<file path="config.mk">
export PLATFORM = sky130hd
export DESIGN_NAME = uart_tx_core
export DESIGN_NICKNAME = d
export VERILOG_FILES = /design/src/rtl/uart_tx_pkg.sv /design/src/rtl/uart_tx_fifo.sv /design/src/rtl/uart_tx_shifter.sv /design/src/rtl/uart_tx_irq.sv /design/src/rtl/uart_tx_core.sv
export SDC_FILE = /design/constraint.sdc
export NUM_CORES = 1
export LEC_CHECK = 0
export ABC_CLOCK_PERIOD_IN_PS = 5900
export BUFFER_PORTS_ARGS = -buffer_cell sky130_fd_sc_hd__buf_2
export CAP_MARGIN = 30
export CORE_MARGIN = 5
export CORE_UTILIZATION = 50
export DETAILED_ROUTE_END_ITERATION = 10
export PLACE_DENSITY = 0.72
export SKIP_CTS_REPAIR_TIMING = 1
export SLEW_MARGIN = 20
export SYNTH_ARGS = -nofsm -noshare
export SYNTH_HDL_FRONTEND = slang
export SYNTH_HIERARCHICAL = 1
export SYNTH_SLANG_ARGS = --single-unit
</file>
<file path="constraint.sdc">
create_clock -name clk -period 5.9 [get_ports clk]
set_clock_uncertainty 0.15 [all_clocks]
set_input_delay 1.18 -clock clk [delete_from_list [all_inputs] [get_ports clk]]
set_output_delay 1.18 -clock clk [all_outputs]
set_load 0.05 [all_outputs]
</file>
<file path="src/rtl/uart_tx_pkg.sv">
package uart_tx_pkg;

  localparam int FRAME_W = 12;

  // Number of data bits selected by the 2-bit length field.
  function automatic int data_len(input logic [1:0] sel);
    return 5 + int'(sel);
  endfunction

  // Parity over the selected data bits; odd_sel inverts the even result.
  function automatic logic calc_parity(input logic [7:0] d, input logic [1:0] sel,
                                       input logic odd_sel);
    logic p;
    p = odd_sel;
    for (int i = 0; i < 8; i++)
      if (i < data_len(sel)) p = p ^ d[i];
    return p;
  endfunction

  // Total bits on the line for one frame.
  function automatic logic [3:0] frame_len(input logic [1:0] sel, input logic pen,
                                           input logic two);
    return 4'(2 + data_len(sel) + int'(pen) + int'(two));
  endfunction

  // Frame image, element 0 leaves first; unused tail stays high.
  function automatic logic [FRAME_W-1:0] build_frame(input logic [7:0] d,
      input logic [1:0] sel, input logic pen, input logic odd_sel);
    logic [FRAME_W-1:0] v;
    int nd;
    nd = data_len(sel);
    v = '1;
    v[0] = 1'b0;
    for (int i = 0; i < 8; i++)
      if (i < nd) v[i+1] = d[i];
    if (pen) v[nd+1] = calc_parity(d, sel, odd_sel);
    return v;
  endfunction

  // Interrupt event: store drained to empty, or queued level crossed below mark.
  function automatic logic tx_irq_event(input int unsigned was, input int unsigned nxt,
                                        input int unsigned mark, input logic queued);
    logic drained, crossed;
    drained = (was != 0) && (nxt == 0);
    crossed = queued && (mark != 0) && (was >= mark) && (nxt < mark);
    return drained || crossed;
  endfunction

endpackage

</file>
<file path="src/rtl/uart_tx_fifo.sv">
module uart_tx_fifo #(
  parameter int DEPTH = 128,
  localparam int PTR_W = $clog2(DEPTH),
  localparam int CNT_W = $clog2(DEPTH + 1)
) (
  input  logic             clk,
  input  logic             rst_n,
  input  logic             clear,
  input  logic             queued,
  input  logic             push_req,
  input  logic [7:0]       push_data,
  input  logic             pop,
  output logic [7:0]       head_data,
  output logic [CNT_W-1:0] count_q,
  output logic [CNT_W-1:0] count_nxt,
  output logic             full,
  output logic             empty
);

  logic [7:0]       mem [DEPTH];
  logic [PTR_W-1:0] wr_ptr, rd_ptr;
  logic             push;

  // In single-slot mode the store is treated as one entry deep.
  assign full  = queued ? (count_q == CNT_W'(DEPTH)) : (count_q != '0);
  assign empty = (count_q == '0);
  assign push  = push_req && !full && !clear;
  assign head_data = mem[rd_ptr];

  function automatic logic [PTR_W-1:0] ptr_inc(input logic [PTR_W-1:0] p);
    return (p == PTR_W'(DEPTH - 1)) ? '0 : p + 1'b1;
  endfunction

  always_comb begin
    if (clear) count_nxt = '0;
    else       count_nxt = count_q + CNT_W'(push) - CNT_W'(pop && !empty);
  end

  always_ff @(posedge clk) begin
    if (push) mem[wr_ptr] <= push_data;
  end

  always_ff @(posedge clk or negedge rst_n) begin
    if (!rst_n) begin
      wr_ptr  <= '0;
      rd_ptr  <= '0;
      count_q <= '0;
    end else begin
      count_q <= count_nxt;
      if (clear) begin
        wr_ptr <= '0;
        rd_ptr <= '0;
      end else begin
        if (push) wr_ptr <= ptr_inc(wr_ptr);
        if (pop && !empty) rd_ptr <= ptr_inc(rd_ptr);
      end
    end
  end

  AST_NO_OVERFLOW: assert property (@(posedge clk) disable iff (!rst_n)
    count_q <= CNT_W'(DEPTH));
  AST_FULL_WRITE_IGNORED: assert property (@(posedge clk) disable iff (!rst_n)
    full && push_req && !pop && !clear |=> $stable(count_q));
  AST_CLEAR_EMPTIES: assert property (@(posedge clk) disable iff (!rst_n)
    clear |=> empty);

endmodule

</file>
<file path="src/rtl/uart_tx_shifter.sv">
module uart_tx_shifter
  import uart_tx_pkg::*;
#(
  parameter int TICKS = 16,
  localparam int TICK_W = $clog2(TICKS)
) (
  input  logic       clk,
  input  logic       rst_n,
  input  logic       baud_tick,
  input  logic       load,
  input  logic [7:0] load_data,
  input  logic [1:0] data_sel,
  input  logic       parity_en,
  input  logic       parity_odd,
  input  logic       stop_two,
  output logic       tx_out,
  output logic       busy,
  output logic       frame_end
);

  logic [FRAME_W-1:0] shreg;
  logic [3:0]         bits_left;
  logic [TICK_W-1:0]  tick_q;
  logic               bit_end;

  assign bit_end   = busy && baud_tick && (tick_q == TICK_W'(TICKS - 1));
  assign frame_end = bit_end && (bits_left == '0);
  assign tx_out    = busy ? shreg[0] : 1'b1;

  always_ff @(posedge clk or negedge rst_n) begin
    if (!rst_n) begin
      shreg     <= '1;
      bits_left <= '0;
      tick_q    <= '0;
      busy      <= 1'b0;
    end else if (load) begin
      shreg     <= build_frame(load_data, data_sel, parity_en, parity_odd);
      bits_left <= frame_len(data_sel, parity_en, stop_two) - 4'd1;
      tick_q    <= '0;
      busy      <= 1'b1;
    end else if (busy && baud_tick) begin
      if (bit_end) begin
        tick_q <= '0;
        shreg  <= {1'b1, shreg[FRAME_W-1:1]};
        if (bits_left == '0) busy <= 1'b0;
        else                 bits_left <= bits_left - 4'd1;
      end else begin
        tick_q <= tick_q + 1'b1;
      end
    end
  end

  AST_START_BIT_LOW: assert property (@(posedge clk) disable iff (!rst_n)
    load |=> busy && !tx_out);
  AST_LINE_HOLDS: assert property (@(posedge clk) disable iff (!rst_n)
    busy && !baud_tick && !load |=> $stable(tx_out));

endmodule

</file>
<file path="src/rtl/uart_tx_irq.sv">
module uart_tx_irq
  import uart_tx_pkg::*;
#(
  parameter int CNT_W = 8
) (
  input  logic             clk,
  input  logic             rst_n,
  input  logic             queued,
  input  logic [CNT_W-1:0] count_q,
  input  logic [CNT_W-1:0] count_nxt,
  input  logic [CNT_W-1:0] trig_level,
  input  logic             wr_en,
  input  logic             isr_rd,
  input  logic             irq_en,
  output logic             pending,
  output logic             irq
);

  logic fire;

  assign fire = tx_irq_event(32'(count_q), 32'(count_nxt), 32'(trig_level), queued);
  assign irq  = pending && irq_en;

  always_ff @(posedge clk or negedge rst_n) begin
    if (!rst_n)                 pending <= 1'b0;
    else if (fire)              pending <= 1'b1;
    else if (wr_en || isr_rd)   pending <= 1'b0;
  end

  AST_EVENT_SETS: assert property (@(posedge clk) disable iff (!rst_n)
    fire |=> pending);
  AST_STROBE_CLEARS: assert property (@(posedge clk) disable iff (!rst_n)
    (wr_en || isr_rd) && !fire |=> !pending);

endmodule

</file>
<file path="src/rtl/uart_tx_core.sv">
module uart_tx_core #(
  parameter int DEPTH = 128,
  parameter int TICKS = 16,
  localparam int CNT_W = $clog2(DEPTH + 1)
) (
  input  logic             clk,
  input  logic             rst_n,
  input  logic             baud_tick,
  input  logic             wr_en,
  input  logic [7:0]       wr_data,
  input  logic             fifo_mode,
  input  logic             fifo_clear,
  input  logic [1:0]       data_sel,
  input  logic             parity_en,
  input  logic             parity_odd,
  input  logic             stop_two,
  input  logic             irq_en,
  input  logic [CNT_W-1:0] trig_level,
  input  logic             isr_rd,
  output logic             tx_out,
  output logic             thr_empty,
  output logic             tx_empty,
  output logic             irq
);

  logic [7:0]       head_data;
  logic [CNT_W-1:0] count_q, count_nxt;
  logic             full, empty, busy, frame_end, load, pending;

  // Reload on the same edge the last stop bit ends, so frames run back to back.
  assign load      = !empty && (!busy || frame_end);
  assign thr_empty = empty;
  assign tx_empty  = empty && !busy;

  uart_tx_fifo #(.DEPTH(DEPTH)) u_fifo (
    .clk(clk), .rst_n(rst_n), .clear(fifo_clear), .queued(fifo_mode),
    .push_req(wr_en), .push_data(wr_data), .pop(load), .head_data(head_data),
    .count_q(count_q), .count_nxt(count_nxt), .full(full), .empty(empty)
  );

  uart_tx_shifter #(.TICKS(TICKS)) u_shift (
    .clk(clk), .rst_n(rst_n), .baud_tick(baud_tick), .load(load),
    .load_data(head_data), .data_sel(data_sel), .parity_en(parity_en),
    .parity_odd(parity_odd), .stop_two(stop_two), .tx_out(tx_out),
    .busy(busy), .frame_end(frame_end)
  );

  uart_tx_irq #(.CNT_W(CNT_W)) u_irq (
    .clk(clk), .rst_n(rst_n), .queued(fifo_mode), .count_q(count_q),
    .count_nxt(count_nxt), .trig_level(trig_level), .wr_en(wr_en),
    .isr_rd(isr_rd), .irq_en(irq_en), .pending(pending), .irq(irq)
  );

  AST_TX_EMPTY_NEEDS_THR: assert property (@(posedge clk) disable iff (!rst_n)
    tx_empty |-> thr_empty);
  AST_BUSY_NOT_EMPTY: assert property (@(posedge clk) disable iff (!rst_n)
    busy |-> !tx_empty);
  AST_FULL_UNUSED: assert property (@(posedge clk) disable iff (!rst_n)
    full |-> !empty);

endmodule

</file>
## Yosys cells after proc, flatten, opt, wreduce, memory -nomap -nowiden

Memories as Yosys holds them, arrays and structs flattened.
Cells that the tools add are included.

| storage, ports and cells | value |
|---|---|
| flip-flop bits (word level) | 44 |
| RAM bits | 1024 |
| bits of input ports | 29 |
| output and inout bits | 4 |
| word-level logic and storage cells | 152 |
| memories | 1 |

| cells by class | value |
|---|---|
| add/subtract/negate cells | 12 |
| order comparisons | 12 |
| eq/ne operators | 5 |
| multiplexer cells | 71 |
| bitwise gates (word level) | 8 |
| reduce and logical (&&, ||, !) cells | 35 |

Memories:

| memory | depth | bits a word | read ports | clocked after memory_dff | write ports | RTL line | RTL |
|---|---|---|---|---|---|---|---|
| u_fifo.mem | 128 | 8 | 1 | 0 | 1 | uart_tx_fifo.sv:20 | `logic [7:0] mem [DEPTH];` |

Operator list:

| operator | number |
|---|---|
| $lt A4 B32 Y1 const A | 4 |
| $lt A3 B32 Y1 const A | 2 |
| $mux W1 | 51 |
| $mux W12 | 4 |
| $mux W7 | 6 |
| $add A32 B2 Y32 const B | 1 |
| $ge A32 B1 Y1 const B | 1 |
| $lt A1 B32 Y1 const A | 1 |
| $lt A2 B32 Y1 const A | 1 |
| $lt A32 B6 Y1 const B | 1 |
| $mux W4 | 7 |
| $logic_not A8 Y1 | 2 |
| $reduce_bool A8 Y1 | 2 |
| $add A7 B1 Y7 const B | 2 |
| $eq A7 B7 Y1 const B | 2 |
| $logic_and A1 B1 Y1 | 14 |
| $bwmux W12 | 1 |
| $reduce_bool A2 Y1 | 6 |
| $add A4 B2 Y4 | 2 |
| $add A8 B1 Y8 | 1 |
| $eq A8 B8 Y1 const B | 1 |
| $ge A8 B8 Y1 | 1 |
| $lt A8 B8 Y1 | 1 |
| $mux W8 | 1 |
| other kinds (14) | 28 |

## Longest topological paths before layout

Gate-level depths: netlist (run 1).

| depth | value |
|---|---|
| depth in word-level cells | 37 |
| depth in mapped cells | 24 |
| mapped depth without buffers | 22 |

## Cells and area by module

Netlist (run 1), hierarchy kept.

By module, submodules not included:

| module | instances | cells an instance | area each (sq um) | sequential area each (sq um) |
|---|---|---|---|---|
| uart_tx_fifo | 1 | 2071 | 41164.5 | 31300.0 |
| uart_tx_shifter | 1 | 162 | 1539.0 | 540.5 |
| uart_tx_irq | 1 | 55 | 450.4 | 25.0 |
| uart_tx_core | 1 | 3 | 21.3 | 0.0 |

## Worst setup path before layout (run 1)

No wires, ideal clock.

| timing path | value |
|---|---|
| path type | input to register |
| from | input baud_tick |
| to | register u_irq.pending |
| library setup time | 0.095 ns |
| arrival | 4.659 ns |
| required time | 5.655 ns |
| path slack | 0.996 ns |
| cell stages on the path | 22 |
| buffers on the path | 2 |
| cell sequence | nand3_1 -> nor2_4 -> buf_2 -> nand2_1 -> inv_1 -> inv_1 -> a21oi_2 -> and2_1 -> clkbuf_1 -> ha_1 -> inv_1 -> ha_1 -> a21o_1 -> a21oi_1 -> o21bai_1 -> a2111oi_0 -> o21ai_0 -> a21oi_1 -> ha_1 -> nand4_1 -> nor2_1 -> o31ai_1 |

| on the way | value |
|---|---|
| word-level cells in the longest chain between the ends | 12 |
| elaborated cells on any way between the ends | 15 |
| classes of those cells | 1 x add/sub; 1 x order compare; 2 x mux; 11 x reduce/logical |

Ends and longest elaborated chain:

| element | RTL line | RTL |
|---|---|---|
| from (decl) | uart_tx_core.sv:8 | `input logic baud_tick,` |
| $logic_and A1 B1 Y1 * (2 in series) | uart_tx_shifter.sv:26 | `assign bit_end = busy && baud_tick && (tick_q == TICK_W'(TICKS - 1));` |
| $logic_and A1 B1 Y1 * | uart_tx_shifter.sv:27 | `assign frame_end = bit_end && (bits_left == '0);` |
| named net frame_end | uart_tx_core.sv:28 | `logic full, empty, busy, frame_end, load, pending;` |
| $logic_or A1 B1 Y1 * | uart_tx_core.sv:31 | `assign load = !empty && (!busy \|\| frame_end);` |
| $logic_and A1 B1 Y1 * | uart_tx_core.sv:31 |  |
| named net load | uart_tx_core.sv:28 |  |
| $logic_and A1 B1 Y1 * | uart_tx_fifo.sv:36 | `else count_nxt = count_q + CNT_W'(push) - CNT_W'(pop && !empty);` |
| $sub A8 B1 Y8 * | uart_tx_fifo.sv:36 |  |
| $mux W8 * | uart_tx_fifo.sv:35 | `if (clear) count_nxt = '0;` |
| named net count_nxt[7] | uart_tx_core.sv:27 | `logic [CNT_W-1:0] count_q, count_nxt;` |
| $lt A8 B8 Y1 / $logic_not A8 Y1 (equally long branches) | uart_tx_pkg.sv:45, uart_tx_pkg.sv:44 |  |
| $logic_and A1 B1 Y1 (on tied branches) | uart_tx_pkg.sv:45, uart_tx_pkg.sv:44 |  |
| $logic_or A1 B1 Y1 * | uart_tx_pkg.sv:46 | `return drained \|\| crossed;` |
| $mux W1 / $reduce_bool A2 Y1 (equally long branches) | -- |  |
| to (signal assigned) | uart_tx_irq.sv:25 | `if (!rst_n) pending <= 1'b0;` |
| to (signal assigned) | uart_tx_irq.sv:26 | `else if (fire) pending <= 1'b1;` |
| to (signal assigned) | uart_tx_irq.sv:27 | `else if (wr_en \|\| isr_rd) pending <= 1'b0;` |
| to (decl) | uart_tx_irq.sv:15 | `output logic pending,` |

The timed path passes the listed nets; every way through them passes the cells marked *.
A chain may end at the register's enable or synchronous reset.

## Worst setup path in the final report (run 1)

| timing path | value |
|---|---|
| from | register u_fifo.rd_ptr[0] |
| to | register u_shift.shreg[10] |

| on the way | value |
|---|---|
| elaborated cells on any way between the ends | 36 |
| classes of those cells | 27 x mux; 8 x bitwise; 1 x memory |

RTL lines:

| element | RTL line | RTL |
|---|---|---|
| from (decl) | uart_tx_fifo.sv:21 | `logic [PTR_W-1:0] wr_ptr, rd_ptr;` |
| from (signal assigned) | uart_tx_fifo.sv:55 | `if (pop && !empty) rd_ptr <= ptr_inc(rd_ptr);` |
| $mem_v2 Z128 W8 * | -- |  |
| named net head_data[2] | uart_tx_core.sv:26 | `logic [7:0] head_data;` |
| $xor A1 B1 Y1 * | uart_tx_pkg.sv:16 | `if (i < data_len(sel)) p = p ^ d[i];` |
| $mux W1 * | uart_tx_pkg.sv:16 |  |
| $mux W1 * | uart_tx_pkg.sv:36 | `if (pen) v[nd+1] = calc_parity(d, sel, odd_sel);` |
| $mux W1 * | uart_tx_shifter.sv:36 | `end else if (load) begin` |
| $xor A1 B1 Y1 | uart_tx_pkg.sv:16 |  |
| $mux W1 * | uart_tx_pkg.sv:16 |  |
| [... 13 more ...] | -- |  |
| $mux W1 * | uart_tx_shifter.sv:36 |  |
| $xor A1 B1 Y1 | uart_tx_pkg.sv:16 |  |
| $mux W1 * | uart_tx_pkg.sv:16 |  |
| $mux W1 * | uart_tx_pkg.sv:36 |  |
| $mux W1 * | uart_tx_shifter.sv:36 |  |
| $bwmux W12 * | uart_tx_pkg.sv:36 |  |
| $mux W12 * | uart_tx_pkg.sv:36 |  |
| $mux W12 * | uart_tx_shifter.sv:36 |  |
| to (signal assigned) | uart_tx_shifter.sv:37 | `shreg <= build_frame(load_data, data_sel, parity_en, parity_odd);` |
| to (signal assigned) | uart_tx_shifter.sv:44 | `shreg <= {1'b1, shreg[FRAME_W-1:1]};` |
| to (decl) | uart_tx_shifter.sv:21 | `logic [FRAME_W-1:0] shreg;` |

The timed path passes the listed nets; every way through them passes the cells marked *. The select of a mux whose other input is x is not followed.

==> qor.yml, run 1 <==
outcome: "finished clean"
cpPeakStageDelay_ps: 920
cp_slowest_cell: "dfrtp_4"
peakVddDrop_mv: 0.256
num_io_pins: 33
track_usage_pct: 21.3
portBuffers: 32
p_sw_uw: 4170
mostFrequentLayoutCells: "edfxtp_1, mux4_2, nor2_1, mux2i_1, clkbuf_16"
max_cap_viol_count: 0
path_class: "register to register"
synth_area_mm2: 0.0432
wl_um: 100000
cts_tree: "yes"
avgSynthCellArea_um2: 18.9
grt_setup_unrepaired: "no"
syn-num-nets: 2365
seq_power_share_pct: 49.7
vias: 22500
grt_antenna_before_repair: 2
hold_viol: 0
synth_cells: 2290
p_int_uw: 13100
grt_pass1_wl_um: 148000
grt_overflow: 0
fin_nets: 2437
drv_slew: 0
final_common_cell: "edfxtp_1"
h-tree-depth: 3
dieArea_mm2: 0.0923
die_w_um: 304
cp_max_fo: 48
swShare_pct: 24.2
dp_hpwl_um: 61400
cts_max_path_buffers: 3
cp_cell_sequence: "buf_12 -> mux4_2 -> a22o_1 -> a211oi_1 -> a211oi_1 -> o32a_1 -> xnor2_1 -> xnor2_1 -> xnor3_2 -> nand2b_4 -> o22a_1"
fin_util_pct: 56.1
core_mm2: 0.0854
fin_crit_ps: 4780
clkTransAtPathRegs_ps: 60
fin_crit_sh_pct: 81.0
cts_root_buffer: "clkbuf_16"
wl_per_cell_um: 27.8
min_path_type: "register to register"
clk_latency_ps: 670
viasPerCell: 6.27
endpoint_kind: "register"
ant_nets: 0
drc: 0
worst_pin_slew_ps: 992
path_delay_family: "compound AO/OA/AOI/OAI gates"
nFillCells: 6291
p_comb_share_pct: 13.7
leakagePower_uw: 0.0150
die_y_um: 304
grt_pass1_vias: 22800
arrival_ps: 5230
area_growth_pct: 11.0
drt_iter0_markers: 3006
clkSinkCount: 1068
num_rows: 107
path_buf_inv: 1
gp_routability_congestion: 0.867
drive_gt1_share_pct: 20.2
ys_warn_count: 6
setup_viol: 0
tns_ps: 0
start_util_pct: 50.5
cp.required_ps: 6340
max_freq_ghz: 0.209
seqCellArea_mm2: 0.0319
power_density_mw_per_mm2: 360
firstDrtPassIters: 6
cts_buffers: 103
relSlewSlack_pct: 33.8
multiInputGateArea_mm2: 0.0105
worstSetupStartpointType: "register"
grt_max_degree: 101
clkPwrFrac_pct: 36.5
## power groups by stage
stage | combinational, µW | sequential (µW) | clock (µW)
2_1_floorplan | 1800 | 8650 | 0
3_3_place_gp | 2290 | 8720 | 0
3_5_place_dp | 2360 | 8740 | 0
4_1_cts | 2370 | 8580 | 6400
5_1_grt | 2560 | 8590 | 6740
6_report | 2370 | 8570 | 6300
## layout make-up
cell class	count	share of cell area, %
inverter	36	0.282
timing repair buffer	92	1.53
tap	1144	2.99
multi-input combinational	1061	21.9
antenna	1	0.00522
clock buffer	127	5.66
clock inverter	62	1.11
sequential	1068	66.5
## tightest hold or removal path, stage by stage, from the launching register on
cell and delay [ps]:
dfrtp_1 360, a32oi_1 70, o31ai_1 60
## metal layers
| layer | up-vias | GRT usage (%) | routed length, µm |
|---|---|---|---|
| li1 | 9459 | - | - |
| met1 | 11700 | 29.4 | 38100 |
| met2 | 1218 | 33.9 | 48100 |
| met3 | 197 | 4.78 | 10300 |
| met4 | 0 | 7.73 | 3490 |
| met5 | - | 0 | 0 |
## sequential cells by signal (all words and copies together) (netlist names), 4 cells and up
register,flops
u_fifo/mem,1024
u_shift/shreg,12
u_fifo/count_q,8
u_fifo/rd_ptr,7
u_fifo/wr_ptr,7
u_shift/bits_left,4
u_shift/tick_q,4
## final timing paths
path | endpoint | startpoint | cells past startpoint | slack, ps
max | u_shift/shreg[10]$_DFFE_PN1P_ | u_fifo/rd_ptr[0]$_DFFE_PN0P_ | 11 | 1120
min | u_irq/pending$_DFFE_PN0P_ | u_irq/pending$_DFFE_PN0P_ | 2 | 370
max reg2reg | u_shift/shreg[10]$_DFFE_PN1P_ | u_fifo/rd_ptr[0]$_DFFE_PN0P_ | 11 | 1120
min reg2reg | u_irq/pending$_DFFE_PN0P_ | u_irq/pending$_DFFE_PN0P_ | 2 | 370
max in group asynchronous | u_shift/shreg[11]$_DFFE_PN1P_ | rst_n | 2 | 4600
min in group asynchronous | u_fifo/wr_ptr[0]$_DFFE_PN0P_ | rst_n | 1 | 390
## metrics by stage
step,cell area (µm²),cells,power [µW],setup slack [ps],hold slack (ps)
after floorplan,43200,2290,10400,996,302
after global placement,44600,3398,11000,889,354
after detailed placement,44600,3399,11100,838,362
after CTS,47900,3588,17400,1110,374
after global routing,47900,3590,17900,692,407
final,47900,3591,17200,1120,374
(Power assumes the default switching activity.)
==> run 2, diff against run 1 <==
Settings changed: ABC_CLOCK_PERIOD_IN_PS 5900 to 4600.
Clock period 5.9 ns to 4.6 ns, I/O delays scaled along.
==> run 2 against run 1 <==
  * Global-route usage is 0.51 points higher
  * Count of clock-buffer cells in the layout is 9 lower
  * Final cell count is 2.4% higher
  * Total power increased by 29%
  * Final area increased by 1.7%
  * Combinational power up 38%
==> qor.yml, run 2 (synthesis gave the netlist of run 1 again) <==
outcome: "finished clean"  # unchanged
drc: 0  # unchanged
track_usage_pct: 21.8  # was 21.3%
hold_viol: 0  # unchanged
multiInputGateArea_mm2: 0.0105  # about the same
seq_power_share_pct: 49.2  # was 49.7%
p_sw_uw: 5460  # was 4170 µW
num_rows: 107  # unchanged
num_io_pins: 33  # unchanged
die_w_um: 304  # unchanged
mostFrequentLayoutCells: "edfxtp_1, mux4_2, nor2_1, buf_4, mux2i_1"  # was edfxtp_1, mux4_2, nor2_1, mux2i_1, clkbuf_16
h-tree-depth: 3  # unchanged
reg_top3: "u_fifo/mem x1024, u_shift/shreg x12, u_fifo/count_q x8"  # unchanged
cts_max_path_buffers: 3  # unchanged
wl_um: 102000  # was 100000 µm
p_comb_share_pct: 14.8  # was 13.7%
drv_slew: 0  # unchanged
arrival_ps: 4800  # was 5230 ps
setup_viol: 0  # unchanged
power_density_mw_per_mm2: 457  # was 360 mW/mm²
clk_latency_ps: 680  # was 670 ps
clkPwrFrac_pct: 36.0  # was 36.5%
antenna_cells: 0  # was 1
area_growth_pct: 12.8  # was 11.0%
gp_routability_congestion: 0.945  # was 0.867
grt_pass1_vias: 23000  # was 22800
portBuffers: 32  # unchanged
core_mm2: 0.0854  # unchanged
max_freq_ghz: 0.229  # was 0.209 GHz
start_util_pct: 50.5  # unchanged
grt_max_degree: 82  # was 101
drive_gt1_share_pct: 23.0  # was 20.2%
relSlewSlack_pct: 38.1  # was 33.8%
cp_max_fo: 30  # was 48
cts_tree: "yes"  # unchanged
die_y_um: 304  # unchanged
nFillCells: 6300  # was 6291
fin_nets: 2529  # was 2437
dp_hpwl_um: 66300  # was 61400 µm
clkTransAtPathRegs_ps: 60  # about the same
final_common_cell: "edfxtp_1"  # unchanged
cts_root_buffer: "clkbuf_16"  # unchanged
path_class: "register to register"  # unchanged
clkSinkCount: 1068  # unchanged
tns_ps: 0  # unchanged
seqCellArea_mm2: 0.0319  # unchanged
ant_nets: 0  # unchanged
fin_util_pct: 57.0  # was 56.1%
wl_per_cell_um: 27.8  # about the same
grt_setup_unrepaired: "no"  # unchanged
cts_buffers: 101  # was 103
fin_crit_sh_pct: 94.9  # was 81.0%
cp.required_ps: 5030  # was 6340 ps
min_path_type: "primary input to async pin"  # was register to register
max_cap_viol_count: 0  # unchanged
regMostFlops: "u_fifo/mem"  # unchanged
vias: 22800  # was 22500
grt_overflow: 0  # unchanged
largest_register_ffs: 1024  # unchanged
dieArea_mm2: 0.0923  # unchanged
worst_pin_slew_ps: 929  # was 992 ps
fin_crit_ps: 4360  # was 4780 ps
drt_iter0_markers: 2836  # was 3006
grt_antenna_before_repair: 0  # was 2
p_int_uw: 16800  # was 13100 µW
grt_pass1_wl_um: 153000  # was 148000 µm
swShare_pct: 24.5  # was 24.2%
peakVddDrop_mv: 0.351  # was 0.256 mV
startpoint: "u_fifo/rd_ptr[0]$_DFFE_PN0P_"  # unchanged
rr_startpoint: "u_fifo/rd_ptr[0]$_DFFE_PN0P_"  # unchanged
viasPerCell: 6.20  # was 6.27
endpoint_kind: "register"  # unchanged
leakagePower_uw: 0.0155  # was 0.0150 µW
firstDrtPassIters: 6  # unchanged
worstSetupStartpointType: "register"  # unchanged
run 2: cell types whose count changed in the layout (fill, tap and decap cells not counted), sizes merged:
cell      before  now
clkinv        46   50
clkinvlp       3    4
inv           42   40
buf           92  186
clkbuf       127  118
diode          1    0
run 2: path summary, 6_finish.rpt:
| kind | to | slack [ps] | cells after the start |
|---|---|---|---|
| max | u_shift/shreg[8]$_DFFE_PN1P_ | 240 | 13 |
| min | u_fifo/count_q[7]$_DFF_PN0_ | 100 | 1 |
| max reg2reg | u_shift/shreg[8]$_DFFE_PN1P_ | 240 | 13 |
| min reg2reg | u_irq/pending$_DFFE_PN0P_ | 360 | 2 |
| max in group asynchronous | u_fifo/rd_ptr[0]$_DFFE_PN0P_ | 3640 | 2 |
| min in group clk | u_irq/pending$_DFFE_PN0P_ | 360 | 2 |
run 2: power groups by stage:
stage	clock network (µW)	logic [µW]	registers (µW)
final	8020	3280	11000
after global routing	8560	3510	11000
after CTS	8130	3260	11000
after detailed placement	0	3240	11200
after global placement	0	3160	11100
after floorplan	0	2310	11100
run 2: critical path, cell delays in order (launching register included):
cell,delay [ps]
dfrtp_4,600
buf_12,290
buf_12,250
mux4_2,530
mux2i_1,400
o221ai_1,280
a211oi_2,330
a31oi_1,140
xnor2_1,190
xnor2_1,140
buf_4,150
xnor3_2,430
nor2b_2,230
a311oi_1,130
run 2: area by class of cell:
class / instances / area share, %
flip-flops and latches: 1068 / 65.4
multi-input cells: 1061 / 21.5
clock buffers: 118 / 5.41
repair buffers: 186 / 3.27
well taps: 1144 / 2.94
clock inverters: 65 / 1.15
inverters: 36 / 0.277
run 2: through the flow:
step                power [µW]  setup slack, ps  area [µm²]  instances  hold WS, ps
floorplan                13400             4.50       43200       2290          302
global placement         14300              125       45400       3491          350
detailed placement       14400             84.4       45500       3494          347
CTS                      22300              148       48700       3677         97.1
global route             23000             29.8       48700       3678          145
finish                   22300              235       48700       3678          103
run 2: layer usage:
metal  routed length (µm)  up-vias  part of all wire [%]  global-route usage, %
met5                    0        -                     0                      0
met4                 3440        0                   3.4                   7.21
met3                 9210      185                   9.0                   4.02
met2                48600     1183                    48                   34.5
met1                41000    11800                    40                   31.2
li1                     -     9623                     -                      -
